### src/rtl/bag_pkg.sv
package bag_pkg;
    localparam int ADDR_W    = 32;
    localparam int SIZE_W    = 3;
    localparam int BURST_W   = 3;
    localparam int MAX_BEATS = 16;
    localparam int CNT_W     = $clog2(MAX_BEATS);

    typedef enum logic [1:0] {
        TR_IDLE   = 2'b00,
        TR_BUSY   = 2'b01,
        TR_NONSEQ = 2'b10,
        TR_SEQ    = 2'b11
    } trans_e;

    typedef enum logic [BURST_W-1:0] {
        BT_SINGLE = 3'd0,
        BT_INCR   = 3'd1,
        BT_WRAP4  = 3'd2,
        BT_INCR4  = 3'd3,
        BT_WRAP8  = 3'd4,
        BT_INCR8  = 3'd5,
        BT_WRAP16 = 3'd6,
        BT_INCR16 = 3'd7
    } burst_e;

    typedef struct packed {
        logic [ADDR_W-1:0] addr;
        trans_e            trans;
    } phase_t;

    // number of beats; zero marks an open-length burst
    function automatic logic [CNT_W:0] beat_total(burst_e b);
        case (b)
            BT_SINGLE:           return (CNT_W+1)'(1);
            BT_WRAP4,  BT_INCR4:  return (CNT_W+1)'(4);
            BT_WRAP8,  BT_INCR8:  return (CNT_W+1)'(8);
            BT_WRAP16, BT_INCR16: return (CNT_W+1)'(16);
            default:             return '0;
        endcase
    endfunction

    // log2 of the beat count of a wrapping burst
    function automatic logic [2:0] wrap_log2(burst_e b);
        case (b)
            BT_WRAP4:  return 3'd2;
            BT_WRAP8:  return 3'd3;
            BT_WRAP16: return 3'd4;
            default:   return 3'd0;
        endcase
    endfunction

    function automatic logic is_wrap(burst_e b);
        return (b == BT_WRAP4) || (b == BT_WRAP8) || (b == BT_WRAP16);
    endfunction
endpackage

### src/rtl/bag_addr_step.sv
module bag_addr_step
    import bag_pkg::*;
#(
    parameter int AW = ADDR_W
) (
    input  logic [AW-1:0]     addr_i,
    input  logic [SIZE_W-1:0] size_i,
    input  burst_e            burst_i,
    output logic [AW-1:0]     next_o
);
    localparam int SHW = $clog2(AW);

    logic [AW-1:0]  bytes;
    logic [AW-1:0]  span_mask;
    logic [AW-1:0]  sum;
    logic [SHW-1:0] span_sh;

    always_comb begin
        bytes     = AW'(1) << size_i;
        span_sh   = SHW'(size_i) + SHW'(wrap_log2(burst_i));
        span_mask = (AW'(1) << span_sh) - AW'(1);
        sum       = addr_i + bytes;
        if (is_wrap(burst_i))
            next_o = (addr_i & ~span_mask) | (sum & span_mask);
        else
            next_o = sum;
    end
endmodule

### src/rtl/bag_beat_ctr.sv
module bag_beat_ctr
    import bag_pkg::*;
#(
    parameter int CW = CNT_W
) (
    input  logic        clk,
    input  logic        rst,
    input  logic        clear_i,
    input  logic        adv_i,
    input  logic [CW:0] total_i,
    output logic        final_o
);
    logic [CW-1:0] cnt_q;

    always_ff @(posedge clk) begin
        if (rst || clear_i)
            cnt_q <= '0;
        else if (adv_i)
            cnt_q <= cnt_q + CW'(1);
    end

    assign final_o = (total_i != '0) && ({1'b0, cnt_q} == total_i - (CW+1)'(1));
endmodule

### src/rtl/burst_addr_gen.sv
module burst_addr_gen
    import bag_pkg::*;
(
    input  logic                clk,
    input  logic                rst,
    input  logic                start_i,
    input  logic [ADDR_W-1:0]   start_addr_i,
    input  logic [SIZE_W-1:0]   size_i,
    input  logic [BURST_W-1:0]  burst_i,
    input  logic                ready_i,
    input  logic                busy_req_i,
    input  logic                stop_i,
    output logic [ADDR_W-1:0]   addr_o,
    output logic [1:0]          trans_o,
    output logic                last_o,
    output logic                err_o
);
    phase_t            ph_q, ph_d;
    burst_e            burst_q, burst_d;
    logic [SIZE_W-1:0] size_q, size_d;
    logic              err_d, err_q;
    logic              clear, adv, final_beat, real_beat, aligned;
    logic [ADDR_W-1:0] step_addr;

    bag_addr_step #(.AW(ADDR_W)) step_i (
        .addr_i  (ph_q.addr),
        .size_i  (size_q),
        .burst_i (burst_q),
        .next_o  (step_addr)
    );

    bag_beat_ctr #(.CW(CNT_W)) ctr_i (
        .clk     (clk),
        .rst     (rst),
        .clear_i (clear),
        .adv_i   (adv),
        .total_i (beat_total(burst_q)),
        .final_o (final_beat)
    );

    assign real_beat = (ph_q.trans == TR_NONSEQ) || (ph_q.trans == TR_SEQ);
    assign aligned   = (start_addr_i & ((ADDR_W'(1) << size_i) - ADDR_W'(1))) == '0;

    always_comb begin
        ph_d    = ph_q;
        burst_d = burst_q;
        size_d  = size_q;
        err_d   = 1'b0;
        clear   = 1'b0;
        adv     = 1'b0;
        if (ready_i) begin
            case (ph_q.trans)
                TR_IDLE: begin
                    if (start_i) begin
                        if (aligned) begin
                            ph_d.trans = TR_NONSEQ;
                            ph_d.addr  = start_addr_i;
                            burst_d    = burst_e'(burst_i);
                            size_d     = size_i;
                            clear      = 1'b1;
                        end else begin
                            err_d = 1'b1;
                        end
                    end
                end
                TR_NONSEQ, TR_SEQ: begin
                    if (final_beat || (burst_q == BT_INCR && stop_i)) begin
                        ph_d.trans = TR_IDLE;
                    end else begin
                        adv        = 1'b1;
                        ph_d.addr  = step_addr;
                        ph_d.trans = busy_req_i ? TR_BUSY : TR_SEQ;
                    end
                end
                default: begin
                    ph_d.trans = busy_req_i ? TR_BUSY : TR_SEQ;
                end
            endcase
        end
    end

    always_ff @(posedge clk) begin
        if (rst) begin
            ph_q    <= '{addr: '0, trans: TR_IDLE};
            burst_q <= BT_SINGLE;
            size_q  <= '0;
            err_q   <= 1'b0;
        end else begin
            ph_q    <= ph_d;
            burst_q <= burst_d;
            size_q  <= size_d;
            err_q   <= err_d;
        end
    end

    assign addr_o  = ph_q.addr;
    assign trans_o = ph_q.trans;
    assign last_o  = real_beat && final_beat;
    assign err_o   = err_q;
endmodule

### config.mk
export PLATFORM = sky130hd
export DESIGN_NAME = burst_addr_gen
export DESIGN_NICKNAME = d
export VERILOG_FILES = /design/src/rtl/bag_pkg.sv /design/src/rtl/bag_addr_step.sv /design/src/rtl/bag_beat_ctr.sv /design/src/rtl/burst_addr_gen.sv
export SDC_FILE = /design/constraint.sdc
export NUM_CORES = 1
export LEC_CHECK = 0
export BUFFER_PORTS_ARGS = -buffer_cell sky130_fd_sc_hd__buf_2
export CORE_MARGIN = 2
export CORE_UTILIZATION = 40
export CTS_BUF_LIST = sky130_fd_sc_hd__clkbuf_4 sky130_fd_sc_hd__clkbuf_8 sky130_fd_sc_hd__clkbuf_16
export CTS_CLUSTER_SIZE = 20
export DETAILED_ROUTE_END_ITERATION = 16
export PLACE_DENSITY_LB_ADDON = 0.05
export SLEW_MARGIN = 25
export SYNTH_ARGS = -nofsm -noshare
export SYNTH_HDL_FRONTEND = slang
export SYNTH_SLANG_ARGS = --single-unit
### constraint.sdc
create_clock -name clk -period 5.1 [get_ports clk]
set_input_delay 0.51 -clock clk [delete_from_list [all_inputs] [get_ports clk]]
set_output_delay 0.51 -clock clk [all_outputs]
set_load 0.005 [all_outputs]
; After elaboration in Yosys (flattened, before gate mapping)
; Index checks and enable logic that the tools add are counted.
[word_totals]
inputBits = 44
wordCells = 75
register_bits = 45
output_inout_bits = 36
[op_classes]
reduce_logical = 21
addsub = 6
n_bitwise = 8
shifts = 3
eq_ne = 13
mux = 18
[ops]
columns = operator, n
row1 = $and A32 B32 Y32, 3
row2 = $mux W34, 2
row3 = $mux W32, 2
row4 = $pmux W32 S2, 1
row5 = $shl A1 B3 Y32 const A, 2
row6 = $add A32 B32 Y32, 1
row7 = $logic_not A32 Y1, 1
row8 = $not A32 Y32, 1
row9 = $or A32 B32 Y32, 1
row10 = $shl A1 B5 Y32 const A, 1
row11 = $sub A32 B1 Y32 const B, 1
row12 = $sub A32 B2 Y32 const B, 1
row13 = $pmux W5 S4, 1
row14 = $eq A3 B3 Y1 const B, 4
row15 = $pmux W3 S3, 1
row16 = $mux W1, 8
row17 = $reduce_or A2 Y1, 4
row18 = $eq A3 B2 Y1 const B, 2
row19 = $ne A2 B2 Y1 const B, 3
row20 = $eq A4 B5 Y1, 1
row21 = $logic_or A1 B1 Y1, 5
row22 = $reduce_and A5 Y1, 1
row23 = $reduce_bool A5 Y1, 1
row24 = $sub A5 B1 Y5 const B, 1
row25 = other kinds (14), 20

; Depth between registers and ports, before layout
; Gate-level depths: netlist of the first run.
[logic_depth]
depth_word = 11
depth_mapped = 17
mapped_depth_nobuf = 15

; By module
; From an unflattened synthesis of the first run, not the netlist that was laid out.
[unflattened]
cells_unflattened = 518
hier_area_um2 = 4187.8
[by_module_without_submodules]
columns = module, seq_area_each_um2, cells_each, instances, area_each_um2
row1 = burst_addr_gen, 820.8, 265, 1, 2394.8
row2 = bag_addr_step, 0.0, 221, 1, 1510.2
row3 = bag_beat_ctr, 80.1, 32, 1, 282.8

; Worst setup path after synthesis of the first run
; OpenSTA, ideal clock, no wires.
[synth_timing]
kind = reg-to-reg
startpoint = register burst_q[2]
endpoint = register (tool-made name)
slack_ps = 1651
t_required_ps = 4962
path_buffers = 2
arrival_ps = 3311
setup_time_ps = 138
period_less_slack_ps = 3449
stages_incl_launch_ff = 17
cell_sequence = dfxtp_1 nor3b_1 ha_1 inv_1 fa_1 clkbuf_1 inv_1 a21oi_1 nand3_1 ha_1 clkbuf_1 nand3b_1 nor2_1 o31a_1 a21boi_0 nand3_1 a41oi_1
[synth_rtl]
columns = element, line_no
row1 = "start, declared", burst_addr_gen.sv:19  ; burst_e burst_q, burst_d;
row2 = "start signal, assigned", burst_addr_gen.sv:90  ; burst_q <= burst_d;

==> impl_metrics.sql, run 1 <==
INSERT INTO impl_metrics (metric_group, metric, value, unit) VALUES
('global_route', 'grt_antenna_before_repair', '0', ''),
('detailed_routing', 'vias', '4294', ''),
('synthesis', 'ys_seq_area_share', '23.09', '%'),
('synthesis', 'netlist.area_leader.share', '23.09', '%'),
('synthesis', 'synthArstFlopShare', '0', '%'),
('detailed_routing', 'drt_iter0_markers', '249', ''),
('run_status', 'status', 'finished, final reports clean', ''),
('synthesis', 'synth_top_cells_by_area', 'sky130_fd_sc_hd__dfxtp_1, sky130_fd_sc_hd__ha_1, sky130_fd_sc_hd__a21oi_1, sky130_fd_sc_hd__nand2_1, sky130_fd_sc_hd__nor2_1', ''),
('floorplanning', 'std_cell_rows', '36', ''),
('synthesis', 'ys.flop_type', 'sky130_fd_sc_hd__dfxtp_1', ''),
('power_and_ir_drop', 'power.combinational.fraction', '16.3', '%'),
('clock_network', 'cts_tree', 'yes', ''),
('sta', 'worst_slew_pin_slew', '1.048', 'ns'),
('sta', 'grt_setup_unrepaired', 'no', ''),
('cells_and_area', 'final_cells', '710', ''),
('cells_and_area', 'syn2layout_area_growth', '15.30', '%'),
('synthesis', 'synth.net_count', '579', ''),
('sta', 'fin_tns_setup', '0', 'ns'),
('setup_path', 'required_time_at_the_endpoint_of_the_critical_path', '5.32', 'ns'),
('setup_path', 'worst-path-max-fanout', '9', ''),
('sta', 'setup_viol', '0', ''),
('setup_path', 'worst_ep_arrival_time', '4.21', 'ns'),
('run', 'cap_violations', '0', ''),
('clock_network', 'post-cts-setup-buffers', '0', ''),
('global_route', 'overall_track_demand_over_capacity_in_global_routing', '25.78', '%'),
('clock_network', 'ctsRootBufferMaster', 'sky130_fd_sc_hd__clkbuf_8', ''),
('placement', 'post-place-cells', '702', ''),
('clock_network', 'cts.clk_slew.worst_paths', '0.09', 'ns'),
('global_route', 'largest_net_degree_at_the_start_of_global_routing', '51', ''),
('clock_network', 'htree_num_levels', '2', ''),
('clock_network', 'insertion_delay_to_the_later_sink_of_the_worst_skew_pair', '0.32', 'ns'),
('sta', 'slew_headroom', '30.17', '%'),
('cells_and_area', 'antennaDiodeCount', '0', ''),
('detailed_routing', 'antenna_violating_nets_post_route', '0', ''),
('setup_path', 'category_of_the_critical_setup_timing_path', 'flop to flop', ''),
('power_and_ir_drop', 'power_frac_seq', '47.6', '%'),
('clock_network', 'cts_resized', '0', ''),
('placement', 'dpl-instance-area', '4367', 'sq um'),
('detailed_routing', 'drt-vias-per-instance', '6.048', ''),
('power_and_ir_drop', 'netSwitchingFraction', '28.90', '%'),
('synthesis', 'dominant_cell_type_by_area_after_synthesis', 'sky130_fd_sc_hd__dfxtp_1', ''),
('sta', 'skew', '0.01451', 'ns'),
('sta', 'fmax', '250.7', 'MHz'),
('setup_path', 'crit_slowest_cell', 'sky130_fd_sc_hd__fa_1', ''),
('sta', 'final.min_clock_period', '3.990', 'ns'),
('cells_and_area', 'design.final.nets', '640', ''),
('cells_and_area', 'fin_util', '46.66', '%'),
('setup_path', 'kind_of_launch_point_of_the_worst_setup_path', 'flop', ''),
('setup_path', 'worstSetupEndpointType', 'flop', ''),
('synthesis', 'yosysUniqueCellTypes', '73', ''),
('power_and_ir_drop', 'power.clock.fraction', '36.1', '%'),
('synthesis', 'syn_inst', '516', ''),
('floorplanning', 'width_of_the_die', '102.8', 'um'),
('sta', 'endpoints_failing_hold', '0', ''),
('placement', 'buffer_ports.inserted', '79', ''),
('detailed_routing', 'detail_route.drc_violations', '0', ''),
('cells_and_area', 'post_route_cells_drive_above_1_share', '19.76', '%'),
('cells_and_area', 'seq_area', '900.9', 'sq um'),
('synthesis', 'yosys-top-cells-count', 'sky130_fd_sc_hd__dfxtp_1, sky130_fd_sc_hd__nand2_1, sky130_fd_sc_hd__nor2_1, sky130_fd_sc_hd__a21oi_1, sky130_fd_sc_hd__nor3_1', ''),
('sta', 'slew_viol_final', '0', ''),
('global_route', 'grt_pass1_vias', '4042', ''),
('sta', 'timing.hold.ws', '0.4313', 'ns'),
('global_route', 'grt.overflow.total', '0', ''),
('synthesis', 'post_synth.cell_area_avg', '7.561', 'sq um'),
('cells_and_area', 'fillers', '1020', ''),
('global_route', 'grt_pass1_wl', '21270', 'um'),
('floorplanning', 'floorplan.io_pins', '80', ''),
('placement', 'gp_routability_congestion', '0.9258', ''),
('clock_network', 'clock_buffers_created_by_tritoncts', '5', ''),
('detailed_routing', 'totalWireLength', '13580', 'um'),
('power_and_ir_drop', 'internal_power', '0.5567', 'mW');
==> final timing paths <==
kind,end,start,cells past startpoint
worst max-delay path,flop,burst_q[2],13
worst min-delay path,burst_q[0],burst_i[0],3
worst max register to register,flop,burst_q[2],13
worst min register to register,trans_o[0],trans_o[0],2
==> layout by cell type, fill, tap and decap left out, types with 4 or more instances in the layout <==
cell                       instances
sky130_fd_sc_hd__nand3_1          21
sky130_fd_sc_hd__buf_2            79
sky130_fd_sc_hd__or3_1             5
sky130_fd_sc_hd__nor3b_1           5
sky130_fd_sc_hd__nor3_1           25
sky130_fd_sc_hd__a311oi_1         11
sky130_fd_sc_hd__mux2i_1          11
sky130_fd_sc_hd__a211oi_1          6
sky130_fd_sc_hd__a21oi_1          41
sky130_fd_sc_hd__o31a_1            6
sky130_fd_sc_hd__xor2_1            8
sky130_fd_sc_hd__nor4_1            9
sky130_fd_sc_hd__o21ai_0          23
sky130_fd_sc_hd__dfxtp_1          45
sky130_fd_sc_hd__inv_1            23
sky130_fd_sc_hd__nor2b_1           4
sky130_fd_sc_hd__o21a_1            4
sky130_fd_sc_hd__nand2b_1         12
sky130_fd_sc_hd__o32ai_1           5
sky130_fd_sc_hd__xnor2_1           6
sky130_fd_sc_hd__clkbuf_8          5
sky130_fd_sc_hd__nor2_1           43
sky130_fd_sc_hd__ha_1             17
sky130_fd_sc_hd__and3_1            4
sky130_fd_sc_hd__buf_4             6
sky130_fd_sc_hd__o31ai_1           4
sky130_fd_sc_hd__a32oi_1           5
sky130_fd_sc_hd__nand4_1           7
sky130_fd_sc_hd__o211ai_1         12
sky130_fd_sc_hd__a31oi_1          16
sky130_fd_sc_hd__nand2_1          44
==> layout make-up <==
cell class / instances / area share, %
multi-input combinational: 416 / 61.64
inverter: 23 / 1.919
sequential: 45 / 20.03
timing repair buffer: 86 / 10.40
clock buffer: 5 / 1.530
tap: 133 / 3.700
clock inverter: 2 / 0.7789
==> worst max-delay path, delay by kind of cell, from the launching register on <==
| family | cells | cell delay [ns] |
|---|---|---|
| fa+ha+maj | 3 | 1.19 |
| simple gates | 3 | 0.59 |
| buf+inv | 2 | 0.18 |
| flops | 1 | 0.47 |
| compound gates | 5 | 1.48 |
==> per-layer routing <==
| layer | global-route usage (%) | up-vias | share of wire (%) |
|---|---|---|---|
| met2 | 42.33 | 135 | 46 |
| met3 | 3.797 | 22 | 6.1 |
| met1 | 35.42 | 2045 | 46 |
| li1 | - | 2092 | - |
| met5 | 0 | - | 0 |
| met4 | 6.984 | 0 | 1.8 |
==> logic make-up after synthesis <==
| kind of cell | count (synthesis) | share of synthesized area [%] |
|---|---|---|
| AO/OA/AOI/OAI | 173 | 31.88 |
| XOR/XNOR | 14 | 3.143 |
| adder cells (fa/ha/maj) | 19 | 6.478 |
| buffers and inverters | 55 | 5.837 |
| flip-flops | 45 | 23.09 |
| multiplexers | 11 | 2.822 |
| AND/OR/NAND/NOR | 199 | 26.75 |
==> power groups by stage <==
| stage | registers, mW | logic, mW | clock network (mW) |
|---|---|---|---|
| after detailed placement | 0.381 | 0.124 | 0 |
| after floorplan | 0.378 | 0.0751 | 0 |
| after global routing | 0.374 | 0.142 | 0.301 |
| after global placement | 0.380 | 0.123 | 0 |
| final | 0.373 | 0.128 | 0.283 |
| after CTS | 0.372 | 0.124 | 0.289 |
Power figures use the tool's default switching activity.
==> run 2, diff against run 1 <==
- clock period: 5.1 -> 3.25 ns (I/O delays scaled with it)
==> run 2 against run 1 <==
Compared with the run above: cell area is 8.4% higher; core utilization grew 3.9 points; total power rose by 53%; routed wire length up 1.6%; flip-flop and latch count did not move; combinational power rose by 72%; sequential share of layout area decreased by 1.5 points; final cell count is 5.6% higher; critical path depth grew 1; clock skew is 0.00089 ns higher; highest routed layer unchanged.
==> impl_metrics.sql, run 2 (synthesis results as in run 1) <==
INSERT INTO impl_metrics (metric_group, metric, value, unit) VALUES
('clock_network', 'cts.clk_slew.worst_paths', '0.09', 'ns'),
('cells_and_area', 'antennaDiodeCount', '0', ''),
('detailed_routing', 'drt_first_pass_iters', '5', ''),
('clock_network', 'insertion_delay_to_the_later_sink_of_the_worst_skew_pair', '0.32', 'ns'),
('clock_network', 'clock_buffers_created_by_tritoncts', '5', ''),
('placement', 'gp_routability_congestion', '0.8760', ''),
('detailed_routing', 'route.detailed.wl_per_inst', '18.41', 'um'),
('floorplanning', 'core', '9639', 'sq um'),
('global_route', 'grt_pass1_vias', '3981', ''),
('detailed_routing', 'detail_route.drc_violations', '0', ''),
('cells_and_area', 'fillers', '1003', ''),
('setup_path', 'worst-path-max-fanout', '5', ''),
('sta', 'worst_slew_pin_slew', '1.056', 'ns'),
('power_and_ir_drop', 'total_power', '1.200', 'mW'),
('detailed_routing', 'antenna_violating_nets_post_route', '0', ''),
('sta', 'fmax', '319.1', 'MHz'),
('min_path', 'worstHoldStart', 'burst_i[0]', ''),
('clock_network', 'ctsRootBufferMaster', 'sky130_fd_sc_hd__clkbuf_8', ''),
('cells_and_area', 'final_standard_cell_area_without_fillers', '4877', 'sq um'),
('placement', 'buffer_ports.inserted', '79', ''),
('setup_path', 'worst_ep_arrival_time', '3.34', 'ns'),
('power_and_ir_drop', 'cellPowerDensity', '246.0', 'nW/um^2'),
('placement', 'post-place-cells', '735', ''),
('setup_path', 'required_time_at_the_endpoint_of_the_critical_path', '3.46', 'ns'),
('clock_network', 'cts_tree', 'yes', ''),
('setup_path', 'worstSetupEndpointType', 'flop', ''),
('floorplanning', 'initial_utilization', '40.47', '%'),
('sta', 'post-route-period-util', '96.42', '%'),
('global_route', 'overall_track_demand_over_capacity_in_global_routing', '25.76', '%'),
('min_path', 'hold_end', 'burst_q[0]', ''),
('cells_and_area', 'syn2layout_area_growth', '25.02', '%'),
('detailed_routing', 'drt-vias-per-instance', '5.907', ''),
('min_path', 'min_path_type', 'primary input to flop', ''),
('run_status', 'status', 'finished, final reports clean', ''),
('setup_path', 'reg2reg_slack', '0.12', 'ns'),
('sta', 'skew', '0.01540', 'ns'),
('setup_path', 'category_of_the_critical_setup_timing_path', 'flop to flop', ''),
('floorplanning', 'floorplan.io_pins', '80', ''),
('cells_and_area', 'leading_cell_types_in_the_layout_fill_and_taps_excluded', 'sky130_fd_sc_hd__buf_2, sky130_fd_sc_hd__buf_4, sky130_fd_sc_hd__dfxtp_1, sky130_fd_sc_hd__nand2_1, sky130_fd_sc_hd__nor2_1', ''),
('power_and_ir_drop', 'max-vdd-ir-drop', '134.9', 'uV'),
('placement', 'dp.final_hpwl', '10160', 'um'),
('floorplanning', 'die_height', '102.8', 'um'),
('floorplanning', 'die-area', '10560', 'sq um'),
('min_path', 'hold-path-cell-count', '3', ''),
('sta', 'fin_tns_setup', '0', 'ns'),
('power_and_ir_drop', 'leakage_power_summed_over_all_cells', '1.892', 'nW'),
('global_route', 'grt_antenna_before_repair', '0', ''),
('detailed_routing', 'totalWireLength', '13800', 'um'),
('detailed_routing', 'vias', '4430', ''),
('clock_network', 'htree_num_levels', '2', ''),
('sta', 'setup_viol', '0', ''),
('clock_network', 'cts_max_path_buffers', '2', ''),
('detailed_routing', 'drt_iter0_markers', '283', ''),
('clock_network', 'hold_buffers', '0', ''),
('placement', 'dpl-instance-area', '4633', 'sq um'),
('clock_network', 'clock-sinks', '45', ''),
('sta', 'slew_viol_final', '0', ''),
('setup_path', 'r2r.worst_path.cells', '14', ''),
('floorplanning', 'std_cell_rows', '36', ''),
('cells_and_area', 'layout_commonest_cell', 'sky130_fd_sc_hd__buf_2', ''),
('cells_and_area', 'post_route_cells_drive_above_1_share', '28.04', '%'),
('setup_path', 'r2r_start', 'burst_q[2]', ''),
('global_route', 'grt_pass1_wl', '21000', 'um'),
('run', 'cap_violations', '0', ''),
('sta', 'slew_headroom', '29.58', '%'),
('floorplanning', 'width_of_the_die', '102.8', 'um'),
('sta', 'final.min_clock_period', '3.134', 'ns'),
('setup_path', 'kind_of_launch_point_of_the_worst_setup_path', 'flop', ''),
('global_route', 'largest_net_degree_at_the_start_of_global_routing', '51', ''),
('cells_and_area', 'design.final.nets', '679', ''),
('global_route', 'grt.overflow.total', '0', ''),
('cells_and_area', 'final_cells', '750', ''),
('sta', 'endpoints_failing_hold', '0', '');
[run 2: stage by stage]
stage | utilization [%] | worst slack (ns) | hold WS (ns)
2_1_floorplan | - | 0.002941 | 0.4610
3_3_place_gp | 48.07 | 0.02861 | 0.5019
3_5_place_dp | 48.07 | -0.1146 | 0.5030
4_1_cts | 49.29 | 0.009363 | 0.2405
5_1_grt | 50.60 | -0.02105 | 0.2513
6_report | 50.60 | 0.1163 | 0.2466
[run 2: worst max-delay path by stage]
stage | startpoint | endpoint | slack [ns] | cells after the start
floorplan | burst_q[2] | flop | 0.003 | 16
global placement | burst_q[2] | flop | 0.03 | 15
detailed placement | burst_q[2] | flop | -0.11 | 15
CTS | burst_q[1] | flop | 0.009 | 15
global route | burst_q[2] | flop | -0.02 | 15
finish | burst_q[2] | flop | 0.12 | 14
[run 2: layer usage]
metal,routed length (um),part of all wire (%),GRT usage [%]
met4,197,1.4,5.769
met3,821,5.9,3.051
met5,0,0,0
met1,6311,46,35.50
met2,6473,47,43.39
[run 2: critical path, cell delays in order, from the launching register on]
cell	delay, ns
sky130_fd_sc_hd__dfxtp_2	0.36
sky130_fd_sc_hd__nor3b_2	0.17
sky130_fd_sc_hd__ha_2	0.19
sky130_fd_sc_hd__inv_1	0.06
sky130_fd_sc_hd__fa_2	0.36
sky130_fd_sc_hd__nand2b_4	0.16
sky130_fd_sc_hd__o21a_1	0.21
sky130_fd_sc_hd__nor2_2	0.14
sky130_fd_sc_hd__nand2_2	0.09
sky130_fd_sc_hd__ha_4	0.18
sky130_fd_sc_hd__buf_4	0.14
sky130_fd_sc_hd__or4_1	0.49
sky130_fd_sc_hd__nand3_1	0.11
sky130_fd_sc_hd__a21oi_1	0.08
sky130_fd_sc_hd__a311oi_1	0.26
[run 2: report_power, final]
part           switching, mW  total, mW  internal, mW
Combinational          0.123      0.220        0.0978
Sequential            0.0192      0.584         0.565
Clock                  0.222      0.395         0.173
Total                  0.364       1.20         0.836
[run 2: what timing repair did]
action	in CTS	in global routing
cloned	0	0
setup buffers	0	7
setup endpoints to repair	7	14
gates resized for setup	6	16
pin swaps	0	7
[run 2: area by class of cell]
| type | count | area, sq um | share of cell area [%] |
|---|---|---|---|
| multi-input cells | 416 | 2873 | 58.90 |
| clock buffers | 6 | 82.58 | 1.693 |
| inverters | 23 | 86.33 | 1.770 |
| clock inverters | 2 | 13.76 | 0.2822 |
| flip-flops and latches | 45 | 902.1 | 18.50 |
| well taps | 133 | 166.4 | 3.412 |
| repair buffers | 125 | 753.2 | 15.44 |
==> run 3, diff against run 2 <==
- PLACE_DENSITY: unset -> 0.72
- PLACE_DENSITY_LB_ADDON: 0.05 -> unset
- SETUP_SLACK_MARGIN: unset -> 0.15
==> run 3 against run 2 <==
Compared with the run above: non-clock buffer count down 6; via count rose by 7.3%; sequential power barely moved; routed wire length rose by 5.8%; final cell count decreased by 0.67%; total power is 1.7% higher; largest power group unchanged; highest routed layer unchanged.
==> impl_metrics.sql, run 3 (synthesis results as in run 1) <==
INSERT INTO impl_metrics (metric_group, metric, value, unit) VALUES
('global_route', 'grt_pass1_wl', '21410', 'um'),
('clock_network', 'ctsRootBufferMaster', 'sky130_fd_sc_hd__clkbuf_8', ''),
('sta', 'skew', '0.01666', 'ns'),
('placement', 'place_ws', '-0.1095', 'ns'),
('setup_path', 'crit_path_max_incr_delay', '0.40', 'ns'),
('floorplanning', 'die_height', '102.8', 'um'),
('placement', 'dp.final_hpwl', '10090', 'um'),
('setup_path', 'crit_slowest_cell', 'sky130_fd_sc_hd__fa_2', ''),
('sta', 'worst_slew_pin_slew', '1.021', 'ns'),
('placement', 'buffer_ports.inserted', '79', ''),
('cells_and_area', 'fin_util', '52.08', '%'),
('detailed_routing', 'drt_first_pass_iters', '6', ''),
('setup_path', 'cpLargestDelayFamily', 'compound AO/OA/AOI/OAI gates', ''),
('detailed_routing', 'drt_iter0_markers', '379', ''),
('sta', 'slew_viol_final', '0', ''),
('cells_and_area', 'post_route_cells_drive_above_1_share', '31.37', '%'),
('sta', 'grt_setup_unrepaired', 'yes', ''),
('placement', 'gp_routability_congestion', '0.9439', ''),
('floorplanning', 'die-area', '10560', 'sq um'),
('detailed_routing', 'totalWireLength', '14600', 'um'),
('setup_path', 'kind_of_launch_point_of_the_worst_setup_path', 'flop', ''),
('run', 'cap_violations', '0', ''),
('power_and_ir_drop', 'power_frac_seq', '47.9', '%'),
('power_and_ir_drop', 'cellPowerDensity', '243.0', 'nW/um^2'),
('global_route', 'grt_pass1_vias', '4231', ''),
('clock_network', 'hold_buffers', '0', ''),
('detailed_routing', 'route.detailed.wl_per_inst', '19.60', 'um'),
('floorplanning', 'floorplan.io_pins', '80', ''),
('cells_and_area', 'antennaDiodeCount', '0', ''),
('detailed_routing', 'antenna_violating_nets_post_route', '0', ''),
('sta', 'timing.hold.ws', '0.2520', 'ns'),
('power_and_ir_drop', 'netSwitchingFraction', '31.02', '%'),
('cells_and_area', 'design.final.nets', '674', ''),
('cells_and_area', 'leading_cell_types_in_the_layout_fill_and_taps_excluded', 'sky130_fd_sc_hd__buf_2, sky130_fd_sc_hd__nand2_1, sky130_fd_sc_hd__dfxtp_1, sky130_fd_sc_hd__nor2_1, sky130_fd_sc_hd__buf_4', ''),
('power_and_ir_drop', 'power.combinational.fraction', '20.2', '%'),
('sta', 'setup_viol', '0', ''),
('cells_and_area', 'final_standard_cell_area_without_fillers', '5020', 'sq um'),
('floorplanning', 'initial_utilization', '40.47', '%'),
('setup_path', 'required_time_at_the_endpoint_of_the_critical_path', '3.45', 'ns'),
('setup_path', 'critical_path_buffer_and_inverter_count', '3', ''),
('setup_path', 'cp_cell_sequence', 'buf_4, nand2b_4, a21oi_4, inv_1, fa_2, nand2b_4, o21a_1, nor2_2, nand2_2, buf_4, ha_4, and2_4, o211ai_1, a21oi_1, a2111oi_1', ''),
('floorplanning', 'width_of_the_die', '102.8', 'um'),
('setup_path', 'worst_ep_arrival_time', '3.44', 'ns'),
('global_route', 'grt_antenna_before_repair', '0', ''),
('sta', 'final.min_clock_period', '3.245', 'ns'),
('power_and_ir_drop', 'internal_power', '0.8414', 'mW'),
('clock_network', 'insertion_delay_to_the_later_sink_of_the_worst_skew_pair', '0.32', 'ns'),
('min_path', 'min_path_type', 'primary input to flop', ''),
('setup_path', 'category_of_the_critical_setup_timing_path', 'flop to flop', ''),
('cells_and_area', 'syn2layout_area_growth', '28.67', '%'),
('detailed_routing', 'vias', '4752', ''),
('floorplanning', 'core', '9639', 'sq um'),
('cells_and_area', 'layout_commonest_cell', 'sky130_fd_sc_hd__buf_2', ''),
('global_route', 'overall_track_demand_over_capacity_in_global_routing', '25.64', '%'),
('floorplanning', 'std_cell_rows', '36', ''),
('power_and_ir_drop', 'power.clock.fraction', '31.9', '%'),
('power_and_ir_drop', 'leakage_power_summed_over_all_cells', '1.869', 'nW'),
('power_and_ir_drop', 'max-vdd-ir-drop', '166.7', 'uV'),
('global_route', 'grt.overflow.total', '0', ''),
('run_status', 'status', 'finished, final reports clean', ''),
('sta', 'endpoints_failing_hold', '0', ''),
('sta', 'slew_headroom', '31.92', '%'),
('clock_network', 'cts_max_path_buffers', '2', ''),
('setup_path', 'worstSetupEndpointType', 'flop', ''),
('detailed_routing', 'drt-vias-per-instance', '6.379', ''),
('setup_path', 'worst-path-max-fanout', '7', ''),
('clock_network', 'htree_num_levels', '2', ''),
('clock_network', 'clock-sinks', '45', ''),
('placement', 'dpl-instance-area', '4579', 'sq um'),
('power_and_ir_drop', 'net_switching_power_of_the_design', '0.3784', 'mW'),
('sta', 'post-route-period-util', '99.85', '%'),
('clock_network', 'cts_tree', 'yes', ''),
('sta', 'setup_ws_post_layout', '0.004765', 'ns'),
('sta', 'fmax', '308.1', 'MHz'),
('clock_network', 'cts.clk_slew.worst_paths', '0.10', 'ns'),
('clock_network', 'clock_buffers_created_by_tritoncts', '5', ''),
('detailed_routing', 'detail_route.drc_violations', '0', ''),
('global_route', 'largest_net_degree_at_the_start_of_global_routing', '51', '');
-- run 3: changes by cell type in the layout (fill, tap and decap cells not counted), moves of 2 or more --
| cell | delta |
|---|---|
| sky130_fd_sc_hd__a31oi_4 | +2 |
| sky130_fd_sc_hd__dfxtp_2 | +2 |
| sky130_fd_sc_hd__nor2_4 | +2 |
| sky130_fd_sc_hd__inv_1 | -2 |
| sky130_fd_sc_hd__dfxtp_1 | -3 |
| sky130_fd_sc_hd__buf_4 | -7 |
| sky130_fd_sc_hd__clkbuf_4 | +2 |
| sky130_fd_sc_hd__a21oi_1 | -4 |
| sky130_fd_sc_hd__ha_4 | +2 |
| sky130_fd_sc_hd__a21oi_2 | +3 |
-- run 3: timing repair --
action	4_1_cts	5_1_grt
endpoints found under the setup margin	10	19
endpoints found under the hold margin	0	0
buffers inserted	3	10
pin swaps	6	26
resized for setup	12	37
gates cloned	0	1
-- run 3: per-layer routing --
| layer | vias to the layer above | GRT usage [%] | part of all wire (%) |
|---|---|---|---|
| met4 | 0 | 9.717 | 3.2 |
| met1 | 2239 | 32.16 | 39 |
| li1 | 2161 | - | - |
| met2 | 297 | 44.70 | 50 |
| met5 | - | 0 | 0 |
| met3 | 55 | 3.525 | 8.1 |
-- run 3: worst reg2reg max path: cells and delay by family (launching register included) --
kind	cells	cell delay, ns
fa+ha+maj	2	0.60
flops	1	0.37
compound gates	5	1.16
simple gates	5	0.64
buf+inv	3	0.35
-- run 3: power by group through the flow --
stage	clock [mW]	combinational (mW)	sequential, mW
2_1_floorplan	0	0.123	0.594
3_3_place_gp	0	0.203	0.596
3_5_place_dp	0	0.209	0.597
4_1_cts	0.387	0.214	0.583
5_1_grt	0.409	0.265	0.587
6_report	0.389	0.247	0.584
-- run 3: metrics by stage --
| stage | instances | power [mW] | TNS [ns] |
|---|---|---|---|
| 6_report | 745 | 1.220 | 0 |
| 3_5_place_dp | 723 | 0.8055 | -0.3605 |
| 3_3_place_gp | 723 | 0.7987 | 0 |
| 4_1_cts | 734 | 1.184 | 0 |
| 5_1_grt | 745 | 1.261 | -0.4904 |
| 2_1_floorplan | 516 | 0.7163 | 0 |
-- run 3: layout make-up --
type	count	area [sq um]
Fill cell	971	4619
Multi-Input combinational cell	417	3053
Sequential cell	45	908.4
Timing Repair Buffer	119	711.9
Tap cell	133	166.4
Inverter	23	88.84
Clock buffer	7	83.83
Clock inverter	1	7.507
-- run 3: final timing paths --
check	start	end	slack [ns]	cells after the start
worst max-delay path	burst_q[2]	flop	0.005	15
worst min-delay path	burst_i[1]	burst_q[1]	0.25	3
worst max register to register	burst_q[2]	flop	0.005	15
worst min register to register	trans_o[0]	trans_o[0]	0.52	2
